### src/rtl/i2ct_pkg.sv
// Shared types for the I2C bus timing generator.
// Assumes: opcodes 5..7 are treated as illegal by the sequencer.
package i2ct_pkg;

    typedef enum logic [2:0] {
        OP_START   = 3'd0,
        OP_RESTART = 3'd1,
        OP_STOP    = 3'd2,
        OP_WRITE   = 3'd3,
        OP_READ    = 3'd4
    } op_e;

    // Latched timing configuration; div is log2 of the tick length.
    typedef struct packed {
        logic [1:0] mode;
        logic [1:0] slow;
        logic [1:0] div;
    } cfg_t;

    typedef enum logic [3:0] {
        ST_IDLE,
        ST_PARK,
        ST_STA_HD,
        ST_LO_HD,
        ST_LO_SU,
        ST_BIT_HI,
        ST_RS_SUSTA,
        ST_RS_HDSTA,
        ST_SP_SUSTO,
        ST_SP_BUF
    } st_e;

endpackage

### src/rtl/i2ct_tick_gen.sv
// Base tick prescaler: one tick every 2**div clocks.
// Assumes: clear restarts the period so a phase starts on a whole tick.
module i2ct_tick_gen
    import i2ct_pkg::*;
#(
    parameter int PC_W = 2
) (
    input  logic       clk,
    input  logic       rst_n,
    input  logic       clear,
    input  logic [1:0] div,
    output logic       tick
);
    logic [PC_W-1:0] pc_q;
    logic [PC_W-1:0] lim;

    // Decode the tick length into the last count value.
    always_comb begin
        case (div)
            2'd0:    lim = PC_W'(0);
            2'd1:    lim = PC_W'(1);
            default: lim = PC_W'(3);
        endcase
    end

    assign tick = (pc_q == lim);

    // Advance the prescaler, wrapping on each tick.
    always_ff @(posedge clk) begin
        if (!rst_n || clear || tick) pc_q <= '0;
        else                         pc_q <= pc_q + PC_W'(1);
    end


    tick_range_chk: assert property (@(posedge clk) disable iff (!rst_n)
        pc_q <= lim);

endmodule

### src/rtl/i2ct_phase_table.sv
// Phase length lookup: high, low and data-hold counts in ticks.
// Assumes: speed class 2 and 3 are the same fastest class.
module i2ct_phase_table
    import i2ct_pkg::*;
#(
    parameter int CNT_W = 8
) (
    input  cfg_t             cfg,
    output logic [CNT_W-1:0] t_high,
    output logic [CNT_W-1:0] t_low,
    output logic [CNT_W-1:0] t_hold
);
    // Compute the three counts from speed class and slow-down column.
    always_comb begin
        case (cfg.mode)
            2'd0: begin
                t_high = CNT_W'(108 + 12 * int'(cfg.slow));
                t_low  = CNT_W'(132 + 12 * int'(cfg.slow));
                t_hold = CNT_W'(24);
            end
            2'd1: begin
                t_high = CNT_W'(24 + 3 * int'(cfg.slow));
                t_low  = CNT_W'(36 + 3 * int'(cfg.slow));
                t_hold = CNT_W'(12);
            end
            default: begin
                case (cfg.slow)
                    2'd0:    t_high = CNT_W'(10);
                    2'd1:    t_high = CNT_W'(11);
                    2'd2:    t_high = CNT_W'(13);
                    default: t_high = CNT_W'(14);
                endcase
                t_low  = CNT_W'(14 + int'(cfg.slow));
                t_hold = CNT_W'(4);
            end
        endcase
    end


    always_comb begin
        low_gt_hold_chk: assert (t_low > t_hold);
    end

endmodule

### src/rtl/i2ct_phase_cnt.sv
// Phase timer: counts ticks of one phase and flags its last tick.
// Assumes: load_val is the phase length minus one.
module i2ct_phase_cnt #(
    parameter int CNT_W = 8
) (
    input  logic             clk,
    input  logic             rst_n,
    input  logic             load,
    input  logic [CNT_W-1:0] load_val,
    input  logic             tick,
    output logic             pend
);
    logic [CNT_W-1:0] cnt_q;

    assign pend = tick && (cnt_q == '0);

    // Load at phase entry, count down on ticks, rest at zero.
    always_ff @(posedge clk) begin
        if (!rst_n)                  cnt_q <= '0;
        else if (load)               cnt_q <= load_val;
        else if (tick && cnt_q != 0) cnt_q <= cnt_q - CNT_W'(1);
    end


    cnt_hold_chk: assert property (@(posedge clk) disable iff (!rst_n)
        (!load && !tick) |=> $stable(cnt_q));

endmodule

### src/rtl/i2c_bus_timer.sv
// I2C master bus timing generator: sequences start, repeated start,
// stop and single-bit phases on open-drain SCL/SDA enables.
// Assumes: one command at a time; timing inputs captured on acceptance.
module i2c_bus_timer
    import i2ct_pkg::*;
#(
    parameter int CNT_W = 8
) (
    input  logic       clk,
    input  logic       rst_n,
    input  logic [1:0] speed_mode,
    input  logic [1:0] slow_code,
    input  logic [1:0] tick_sel,
    input  logic       cmd_valid,
    input  logic [2:0] cmd_op,
    input  logic       cmd_wbit,
    input  logic       sda_in,
    output logic       cmd_done,
    output logic       rd_bit,
    output logic       scl_pull_low,
    output logic       sda_pull_low,
    output logic       bus_busy
);
    st_e  st_q, st_n;
    op_e  op_q, op_n;
    cfg_t cfg_q, cfg_n, cfg_in, cfg_use;
    logic wb_q, wb_n, scl_q, scl_n, sda_q, sda_n;
    logic busy_q, busy_n, done_q, done_n, rd_q, rd_n;
    logic is_wait, accept, load, tick, pend;
    logic [CNT_W-1:0] len, t_high, t_low, t_hold;

    // Capture-ready configuration with the tick length clamp applied.
    always_comb begin
        cfg_in.mode = speed_mode;
        cfg_in.slow = slow_code;
        if (tick_sel == 2'd0)                         cfg_in.div = 2'd0;
        else if (tick_sel == 2'd1 || speed_mode != 0) cfg_in.div = 2'd1;
        else                                          cfg_in.div = 2'd2;
    end

    assign is_wait = (st_q == ST_IDLE) || (st_q == ST_PARK);
    assign accept  = cmd_valid && (
        (st_q == ST_IDLE && cmd_op == OP_START) ||
        (st_q == ST_PARK && cmd_op != OP_START && cmd_op <= OP_READ));
    assign cfg_use = is_wait ? cfg_in : cfg_q;

    i2ct_phase_table #(.CNT_W(CNT_W)) u_table (
        .cfg(cfg_use), .t_high(t_high), .t_low(t_low), .t_hold(t_hold));

    i2ct_tick_gen #(.PC_W(2)) u_tick (
        .clk(clk), .rst_n(rst_n), .clear(load), .div(cfg_q.div), .tick(tick));

    i2ct_phase_cnt #(.CNT_W(CNT_W)) u_cnt (
        .clk(clk), .rst_n(rst_n), .load(load), .load_val(len - CNT_W'(1)),
        .tick(tick), .pend(pend));

    // Next-state, line levels and phase length for each bus event.
    always_comb begin
        st_n = st_q;  op_n = op_q;  wb_n = wb_q;  cfg_n = cfg_q;
        scl_n = scl_q; sda_n = sda_q; busy_n = busy_q; rd_n = rd_q;
        done_n = 1'b0; load = 1'b0; len = t_high;
        case (st_q)
            ST_IDLE, ST_PARK: if (accept) begin
                cfg_n = cfg_in;
                op_n  = op_e'(cmd_op);
                wb_n  = cmd_wbit;
                load  = 1'b1;
                if (cmd_op == OP_START) begin
                    st_n = ST_STA_HD; sda_n = 1'b1; busy_n = 1'b1; len = t_high;
                end else begin
                    st_n = ST_LO_HD; len = t_hold;
                end
            end
            ST_STA_HD: if (pend) begin
                scl_n = 1'b1; done_n = 1'b1; st_n = ST_PARK;
            end
            ST_LO_HD: if (pend) begin
                st_n = ST_LO_SU; load = 1'b1; len = t_low - t_hold;
                case (op_q)
                    OP_WRITE: sda_n = ~wb_q;
                    OP_STOP:  sda_n = 1'b1;
                    default:  sda_n = 1'b0;
                endcase
            end
            ST_LO_SU: if (pend) begin
                scl_n = 1'b0; load = 1'b1;
                case (op_q)
                    OP_RESTART: begin st_n = ST_RS_SUSTA; len = t_low;  end
                    OP_STOP:    begin st_n = ST_SP_SUSTO; len = t_high; end
                    default:    begin st_n = ST_BIT_HI;   len = t_high; end
                endcase
            end
            ST_BIT_HI: if (pend) begin
                scl_n = 1'b1; done_n = 1'b1; st_n = ST_PARK;
                if (op_q == OP_READ) rd_n = sda_in;
            end
            ST_RS_SUSTA: if (pend) begin
                sda_n = 1'b1; load = 1'b1; len = t_high; st_n = ST_RS_HDSTA;
            end
            ST_RS_HDSTA: if (pend) begin
                scl_n = 1'b1; done_n = 1'b1; st_n = ST_PARK;
            end
            ST_SP_SUSTO: if (pend) begin
                sda_n = 1'b0; load = 1'b1; len = t_low; st_n = ST_SP_BUF;
            end
            ST_SP_BUF: if (pend) begin
                busy_n = 1'b0; done_n = 1'b1; st_n = ST_IDLE;
            end
            default: st_n = ST_IDLE;
        endcase
    end

    // Register sequencer state, line enables and flags.
    always_ff @(posedge clk) begin
        if (!rst_n) begin
            st_q <= ST_IDLE; op_q <= OP_START; wb_q <= 1'b0; cfg_q <= '0;
            scl_q <= 1'b0; sda_q <= 1'b0; busy_q <= 1'b0;
            done_q <= 1'b0; rd_q <= 1'b0;
        end else begin
            st_q <= st_n; op_q <= op_n; wb_q <= wb_n; cfg_q <= cfg_n;
            scl_q <= scl_n; sda_q <= sda_n; busy_q <= busy_n;
            done_q <= done_n; rd_q <= rd_n;
        end
    end

    assign scl_pull_low = scl_q;
    assign sda_pull_low = sda_q;
    assign bus_busy     = busy_q;
    assign cmd_done     = done_q;
    assign rd_bit       = rd_q;


    data_stable_high_chk: assert property (@(posedge clk) disable iff (!rst_n)
        (st_q == ST_BIT_HI) |=> (st_q != ST_BIT_HI) || $stable(sda_pull_low));


    done_pulse_chk: assert property (@(posedge clk) disable iff (!rst_n)
        cmd_done |=> !cmd_done);


    busy_rise_chk: assert property (@(posedge clk) disable iff (!rst_n)
        $rose(bus_busy) |-> (sda_pull_low && !scl_pull_low));


    busy_fall_chk: assert property (@(posedge clk) disable iff (!rst_n)
        $fell(bus_busy) |-> (cmd_done && !scl_pull_low && !sda_pull_low));


    idle_released_chk: assert property (@(posedge clk) disable iff (!rst_n)
        (st_q == ST_IDLE) |-> (!bus_busy && !scl_pull_low && !sda_pull_low));

endmodule

### config.mk
export PLATFORM = sky130hd
export DESIGN_NAME = i2c_bus_timer
export DESIGN_NICKNAME = d
export VERILOG_FILES = /design/src/rtl/i2ct_pkg.sv /design/src/rtl/i2ct_tick_gen.sv /design/src/rtl/i2ct_phase_table.sv /design/src/rtl/i2ct_phase_cnt.sv /design/src/rtl/i2c_bus_timer.sv
export SDC_FILE = /design/constraint.sdc
export NUM_CORES = 1
export LEC_CHECK = 0
export BUFFER_PORTS_ARGS = -buffer_cell sky130_fd_sc_hd__buf_2
export CORE_ASPECT_RATIO = 0.7
export CORE_MARGIN = 1.5
export CORE_UTILIZATION = 40
export CTS_CLUSTER_SIZE = 24
export DETAILED_ROUTE_END_ITERATION = 7
export MAX_ROUTING_LAYER = met4
export PLACE_DENSITY = 0.57
export SYNTH_ARGS = -nofsm -noshare
export SYNTH_HDL_FRONTEND = slang
export SYNTH_SLANG_ARGS = --single-unit
### constraint.sdc
create_clock -name clk -period 4.9 [get_ports clk]
set_input_delay 0.98 -clock clk [delete_from_list [all_inputs] [get_ports clk]]
set_output_delay 0.98 -clock clk [all_outputs]
set_load 0.01 [all_outputs]
==> metrics.md, run 1 <==
| Metric | Value |
|---|---|
| Number of distinct library cells after synthesis | 75 |
| Reg power frac | 0.309 |
| Top FF cell, synth | dfxtp_1 |
| Number of synthesized register bits | 29 |
| Clock sinks | 29 |
| First-pass GRT wire length | 11400 µm |
| Post-layout util | 0.466 |
| Kind of critical path | primary input to flop |
| DRC | 0 |
| WL per Instance | 15.7 µm |
| TritonCTS clock tree | built |
| Critical R2R Launch | st_q[3]$_SDFFE_PN0P_ |
| Switch share | 0.428 |
| DP Wirelength | slightly below 5000 µm |
| Diode count | 0 |
| Tcrit/Tclk final | 0.868 |
| Antenna Violating Nets Remaining | 0 |
| CP max-delay cell | or4b_1 |
| Final Instance Area | between 2000 and 3000 µm² |
| Worst skew pair latency | 0.28 ns |
| Initial Utilization | 0.428 |
| Via density per instance | approximately 5.9 |
| Via Count | around 2400 |
| Die area | 6800 µm² |
| Final setup vio count | 0 |
| Syn Nets | 346 |
| Slew HR | 0.457 |
| Multi-input gate area | between 1500 and 2000 µm² |
| NetSw | approximately 0.43 mW |
| Seq/Total Area, Yosys | 0.230 |
| CORE AREA | roughly 5900 µm² |
| Hold Vio Cnt, Final | 0 |
| Critical-path cell list | buf_2 > nor4b_1 > nor2_1 > inv_1 > ha_1 > mux2_2 > o211ai_1 > o21ai_1 > ha_1 > inv_1 > ha_1 > or3_1 > nand3_1 > o2111a_1 > o2bb2ai_1 > nand3_2 > or4b_1 > o211ai_1 |
| RSZ-0062 raised after global routing | false |
| Pwr per Cell Area | roughly 370 nW/µm² |
| Fin Clk Skew | ~0.006 ns |
| Leakage power figure | between 1 and 1.5 nW |
| Syn_area_per_cell | ~7.8 µm² |
| Setup TNS | 0 ns |
| Final Hold Slack | around 0.47 ns |
| PortBufs | 18 |
| Comb pwr share | 0.501 |
| Hold path start | scl_pull_low$_SDFFE_PN0P_ |
| Startpoint types | primary input |
| Htree depth | 2 |
| # fillers | 600 |
| CP Data Arrival Time | ~4.5 ns |
| Most used cell, CP | ha_1 |
| Max Cap Viol | 0 |
| Worst setup startpoint | slow_code[1] |
| Num CTS Buffers | 5 |
| Max incr delay on CP | roughly 0.53 ns |
| Global placement routability congestion | approximately 1 |
| Slew Viols, Final | 0 |
| Post_cts resized | 0 |
| Max clock buf depth | 2 |
| CP max FO | 6 |
| Reg area | 581 µm² |
| Element type at the critical path end | flop |
| Initial antenna violation count | 0 |
| Least-Margin Pin Slew | ~0.80 ns |
| Fmax | ~0.24 GHz |
| Status | finished clean |
| Site row count | 23 |
| Final wirelength | between 6000 and 7000 µm |
| Grt total ovfl | 0 |
| Worst Path Required | around 5.1 ns |
| Largest net degree at the start of global routing | 26 |
| Drt pass-1 iters | 4 |
| Int Pwr | slightly below 0.6 mW |
| Initial DRC Count | 141 |
| Yosys warns | 0 |
| Asr flop ratio synth | 0 |
| Syn Inst Count | between 300 and 400 |
| Area growth syn-to-layout | 8.93% |
| Placed Area | 2670 µm² |
| Reg clk slew, reported paths | roughly 0.070 ns |
| Peak supply drop | 200 µV |
| I/O pin count | 19 |
| Post-synth EDFFs | 0 |
| Root Driver | clkbuf_8 |
| Clock Power Share | 0.190 |
| All-Layer GR Usage | 0.210 |
| Post-CTS Setup Bufs | 0 |
| Die span in x | about 100 µm |
| Placed insts | approximately 400 |
| Post-Syn Area | about 2500 µm² |
| Die Ht | roughly 69 µm |
| Vias in the first global route | between 2000 and 2500 |
| Period minus WS final | ~4.3 ns |
| Share of cells above drive strength 1 | 0.165 |
| # hold bufs at CTS | 0 |
| Nets | 360 |
| Worst Hold Class | flop to flop |
| Fin cells | just over 400 |
## cell usage in the layout, fill, tap and decap left out, types with 3 or more instances in the layout
cell type,instances
a211oi_1,5
inv_1,10
nand2b_1,4
o21bai_1,3
xor2_1,4
or4b_1,3
clkbuf_8,5
xnor2_1,5
nand4_1,6
a31oi_1,5
buf_2,18
ha_1,7
nand3_1,12
a21oi_1,26
mux2i_1,14
nor2_1,39
or3_1,4
nor3b_1,3
o21ai_1,6
o21ai_0,21
and3_1,4
nor3_1,10
mux2_2,3
nand3b_1,4
dfxtp_1,29
nand2_1,18
buf_4,6
o211ai_1,4
## cells by family after synthesis
kind of cell,count (synthesis),synth area share
simple gates,131,0.297
buf+inv,28,0.0506
compound gates,101,0.273
mux,20,0.0838
flops,29,0.230
fa+ha+maj,7,0.0347
xor+xnor,9,0.0312
## state kept, by name, summed over array words and instances (netlist names)
register,cells
u_tick.pc_q,2
cfg_q,6
scl_pull_low,1
rd_bit,1
wb_q,1
st_q,4
bus_busy,1
cmd_done,1
op_q,3
u_cnt.cnt_q,8
sda_pull_low,1
## layout make-up
type	instances	share of cell area
flip-flops and latches	29	0.211
clock inverters	2	0.00364
inverters	11	0.0150
clock buffers	6	0.0264
repair buffers	24	0.0492
multi-input cells	268	0.660
well taps	75	0.0342
## per-layer routing
metal  vias up  track usage  routed length (µm)
met5         -            -                   0
met3         7       0.0383                 407
met4         0       0.0365                  49
met2        62        0.291                2630
met1      1108        0.317                3410
li1       1254            -                   -
## critical path, delay by kind of cell
family / cells / cell delay [ns]
AO/OA/AOI/OAI: 5 / 0.71
adder cells (fa/ha/maj): 3 / 0.61
buffers and inverters: 3 / 0.30
multiplexers: 1 / 0.18
AND/OR/NAND/NOR: 6 / 1.65
## power by group through the flow
stage,combinational (mW),clock [mW],sequential [mW]
2_1_floorplan,0.412,0,0.299
5_1_grt,0.566,0.211,0.316
4_1_cts,0.503,0.197,0.311
3_3_place_gp,0.497,0,0.317
3_5_place_dp,0.502,0,0.316
6_report,0.506,0.192,0.311
## metrics by stage
stage | setup slack [ns] | total power, mW
finish | 0.648 | 1.01
global route | 0.292 | 1.09
CTS | 0.647 | 1.01
detailed placement | 0.360 | 0.818
global placement | 0.472 | 0.814
floorplan | 0.847 | 0.712
## synthesized netlist by cell type, types with 5 or more instances
cell type  number  area, µm²
dfxtp_1        29        581
nand4_1         6       37.5
a21oi_1        26        130
mux2i_1        14        140
o21ai_1         6       30.0
nor3_1         10       50.1
nand3_1        12       60.1
nor2_1         39        146
ha_1            7       87.6
a211oi_1        5       37.5
inv_1          10       37.5
a31oi_1         5       31.3
clkbuf_1        8       30.0
xnor2_1         5       43.8
o21ai_0        21        105
nand2_1        18       67.6
## final timing paths
check	end	slack, ns	cells after the start
max	u_cnt.cnt_q[7]$_SDFFE_PN0P_	0.65	18
min	scl_pull_low$_SDFFE_PN0P_	0.47	2
max reg2reg	u_cnt.cnt_q[7]$_SDFFE_PN0P_	1.00	17
min reg2reg	scl_pull_low$_SDFFE_PN0P_	0.47	2
Power figures use the tool's default switching activity.
==> run 2: changes to the inputs <==
ABC_AREA = 1   (was not set)
SKIP_LAST_GASP = 1   (was not set)
==> run 2 against run 1 <==
Effect of this change:
- power rose by 89%
- clock power is 7% higher
- combinational power rose to 2.7 times the previous value
- highest routed layer unchanged
==> metrics.md, run 2 <==
| Metric | Value |
|---|---|
| NetSw | around 1.1 mW |
| Fin Clk Skew | roughly 0.0094 ns |
| Post-layout util | 0.463 |
| Diode count | 0 |
| Worst Hold Class | flop to flop |
| DRC | 0 |
| Number of distinct library cells after synthesis | 43 |
| Status | finished clean |
| Max Cap Viol | 0 |
| Startpoint types | flop |
| Most frequent cell after synthesis | nand2_1 |
| Kind of critical path | flop to flop |
| Max FFs per register | 8 |
| CORE AREA | 5870 µm² |
| Final worst setup slack | 1.41 ns |
| I/O pin count | 19 |
| RSZ-0062 raised after global routing | false |
| Num CTS Buffers | 5 |
| Site row count | 23 |
| Placed insts | slightly below 500 |
| Seq/Total Area, Yosys | 0.233 |
| DP Wirelength | between 5000 and 6000 µm |
| Slew HR | 0.631 |
| All-Layer GR Usage | 0.230 |
| PortBufs | 18 |
| Die Ht | 69.0 µm |
| Max clock buf depth | 2 |
| TritonCTS clock tree | built |
| Post-synth EDFFs | 0 |
| Syn_area_per_cell | 6.13 µm² |
| Asr flop ratio synth | 0 |
| Grt total ovfl | 0 |
| First-pass GRT wire length | between 10000 and 15000 µm |
| Element type at the critical path end | flop |
| Via Count | roughly 2700 |
| Post_cts resized | 0 |
| Die area | about 6700 µm² |
| Area growth syn-to-layout | 9.25% |
| Largest cells by area after synthesis | dfxtp_1 23%, nand2_1 14%, nand3_1 8.0% |
| Yosys warns | 0 |
| Fin cells | between 500 and 600 |
| Least-Margin Pin Slew | between 0.5 and 0.6 ns |
| CP max FO | 10 |
| Worst Path Required | slightly above 5 ns |
| Reg power frac | 0.182 |
| Nets | 447 |
| Clock Power Share | 0.108 |
| Met2 global-route usage | 0.309 |
| Leakage power figure | 1.35 nW |
| Commonest non-fill, non-tap cell in the layout | nand2_1 |
| Number of synthesized register bits | 29 |
| Final Hold Slack | 0.453 ns |
| Comb pwr share | 0.710 |
| Reg clk slew, reported paths | ~0.08 ns |
| Gr busiest metal | met1 |
| Clock sinks | 29 |
| # hold bufs at CTS | 0 |
| Share of cells above drive strength 1 | 0.159 |
| Largest net degree at the start of global routing | 19 |
| Tcrit/Tclk final | 0.713 |
| Initial antenna violation count | 0 |
| Met3 usage | 0.0554 |
| Top FF cell, synth | dfxtp_1 |
| # fillers | 671 |
| WL per Instance | approximately 14 µm |
| Slew Viols, Final | 0 |
| Initial Utilization | 0.424 |
| Worst skew pair latency | roughly 0.29 ns |
| Initial DRC Count | 260 |
| Yosys top cell by area | dfxtp_1 |
| Pwr per Cell Area | between 700 and 800 nW/µm² |
| Htree depth | 2 |
| Post-Syn Area | 2490 µm² |
| Via density per instance | between 5 and 6 |
| Worst slack at placement | approximately 1.3 ns |
| Global placement routability congestion | 0.986 |
| Syn Nets | 427 |
| Drt pass-1 iters | 5 |
| GR Layer Usage met1 | 0.343 |
| Syn Inst Count | around 410 |
| Hold Vio Cnt, Final | 0 |
| Switch share | 0.557 |
| Root Driver | clkbuf_8 |
| CP Data Arrival Time | about 3.7 ns |
| Final setup vio count | 0 |
| Antenna Violating Nets Remaining | 0 |
| Final wirelength | around 7000 µm |
| Setup TNS | 0 ns |
| Int Pwr | between 0.8 and 0.9 mW |
| Post-CTS Setup Bufs | 0 |
| Fmax | approximately 0.29 GHz |
| Most frequent cells in the layout | 92 x nand2_1, 53 x nor2_1, 53 x inv_1 |
| Commonest cells post-synth | 92 x nand2_1, 53 x inv_1, 53 x nor2_1, 40 x nand3_1, 30 x o21ai_0 |
| Vias in the first global route | between 2000 and 2500 |
| Synth top area share | 0.233 |
| Peak supply drop | 207 µV |
| Die span in x | about 97 µm |
| Period minus WS final | between 3 and 4 ns |
| Biggest register | u_cnt.cnt_q |
| Top Registers | u_cnt.cnt_q x8, cfg_q x6, st_q x4 |
run 2: changes by cell type after synthesis, moves of 5 or more:
cell | previous run | this run
mux2i_1 | 14 | 0
nor2_1 | 39 | 53
nand2_2 | 0 | 10
o21ai_0 | 21 | 30
clkbuf_1 | 8 | 1
o21ai_1 | 6 | 1
nor2_4 | 0 | 6
nor3_1 | 10 | 3
inv_1 | 10 | 53
nand2_1 | 18 | 92
nand3_1 | 12 | 40
inv_2 | 0 | 6
run 2: layout make-up:
cell class,instances,area [µm²],area share
Inverter,60,225,0.0828
Tap cell,75,93.8,0.0345
Sequential cell,29,581,0.214
Clock buffer,5,68.8,0.0253
Timing Repair Buffer,20,105,0.0387
Clock inverter,3,17.5,0.00644
Multi-Input combinational cell,310,1630,0.599
run 2: worst paths after layout:
path                              start                     endpoint  slack [ns]  cells past startpoint
setup / recovery   st_q[3]$_SDFFE_PN0P_  u_cnt.cnt_q[7]$_SDFFE_PN0P_        1.41                     19
hold / removal    cfg_q[2]$_SDFFE_PN0P_        cfg_q[2]$_SDFFE_PN0P_        0.45                      2
setup reg to reg   st_q[3]$_SDFFE_PN0P_  u_cnt.cnt_q[7]$_SDFFE_PN0P_        1.41                     19
hold reg to reg   cfg_q[2]$_SDFFE_PN0P_        cfg_q[2]$_SDFFE_PN0P_        0.45                      2
run 2: worst max-delay path, cell delays in order (launching register included):
cell      delay [ns]
dfxtp_1         0.39
nor2_4          0.28
nand2_4         0.17
o21ai_2         0.23
inv_1           0.14
ha_1            0.36
nand2_1         0.09
and3_1          0.19
ha_1            0.32
nand3b_1        0.17
nand3_1         0.10
nand3_1         0.17
o21bai_1        0.28
nand2_2         0.12
nor2_4          0.11
nand2_1         0.05
nand2_1         0.05
nand3_1         0.07
nand2_1         0.06
inv_1           0.03
run 2: logic make-up (layout without fill, tap and decap cells):
kind of cell | after synthesis | after routing | synth area share
AND/OR/NAND/NOR | 227 | 227 | 0.434
buffers and inverters | 67 | 88 | 0.113
flip-flops | 29 | 29 | 0.233
XOR/XNOR | 2 | 2 | 0.00704
AO/OA/AOI/OAI | 74 | 74 | 0.178
adder cells (fa/ha/maj) | 7 | 7 | 0.0352
run 2: metrics by stage:
step	power (mW)	area [µm²]
final	1.91	2720
after global routing	2.10	2720
after CTS	1.89	2720
after detailed placement	1.68	2630
after global placement	1.68	2630
after floorplan	1.41	2490
run 2: power by group through the flow:
stage	combinational (mW)	sequential [mW]	clock (mW)
after floorplan	1.07	0.343	0
after global placement	1.33	0.352	0
after detailed placement	1.32	0.352	0
after CTS	1.33	0.348	0.210
after global routing	1.52	0.357	0.223
final	1.36	0.349	0.206
run 2: per-layer routing:
| layer | routed length [µm] | share of wire | vias up |
|---|---|---|---|
| li1 | - | - | 1367 |
| met1 | 3880 | 0.55 | 1166 |
| met2 | 2470 | 0.35 | 112 |
| met3 | 598 | 0.085 | 9 |
| met4 | 55 | 0.0079 | 0 |
| met5 | 0 | 0 | - |
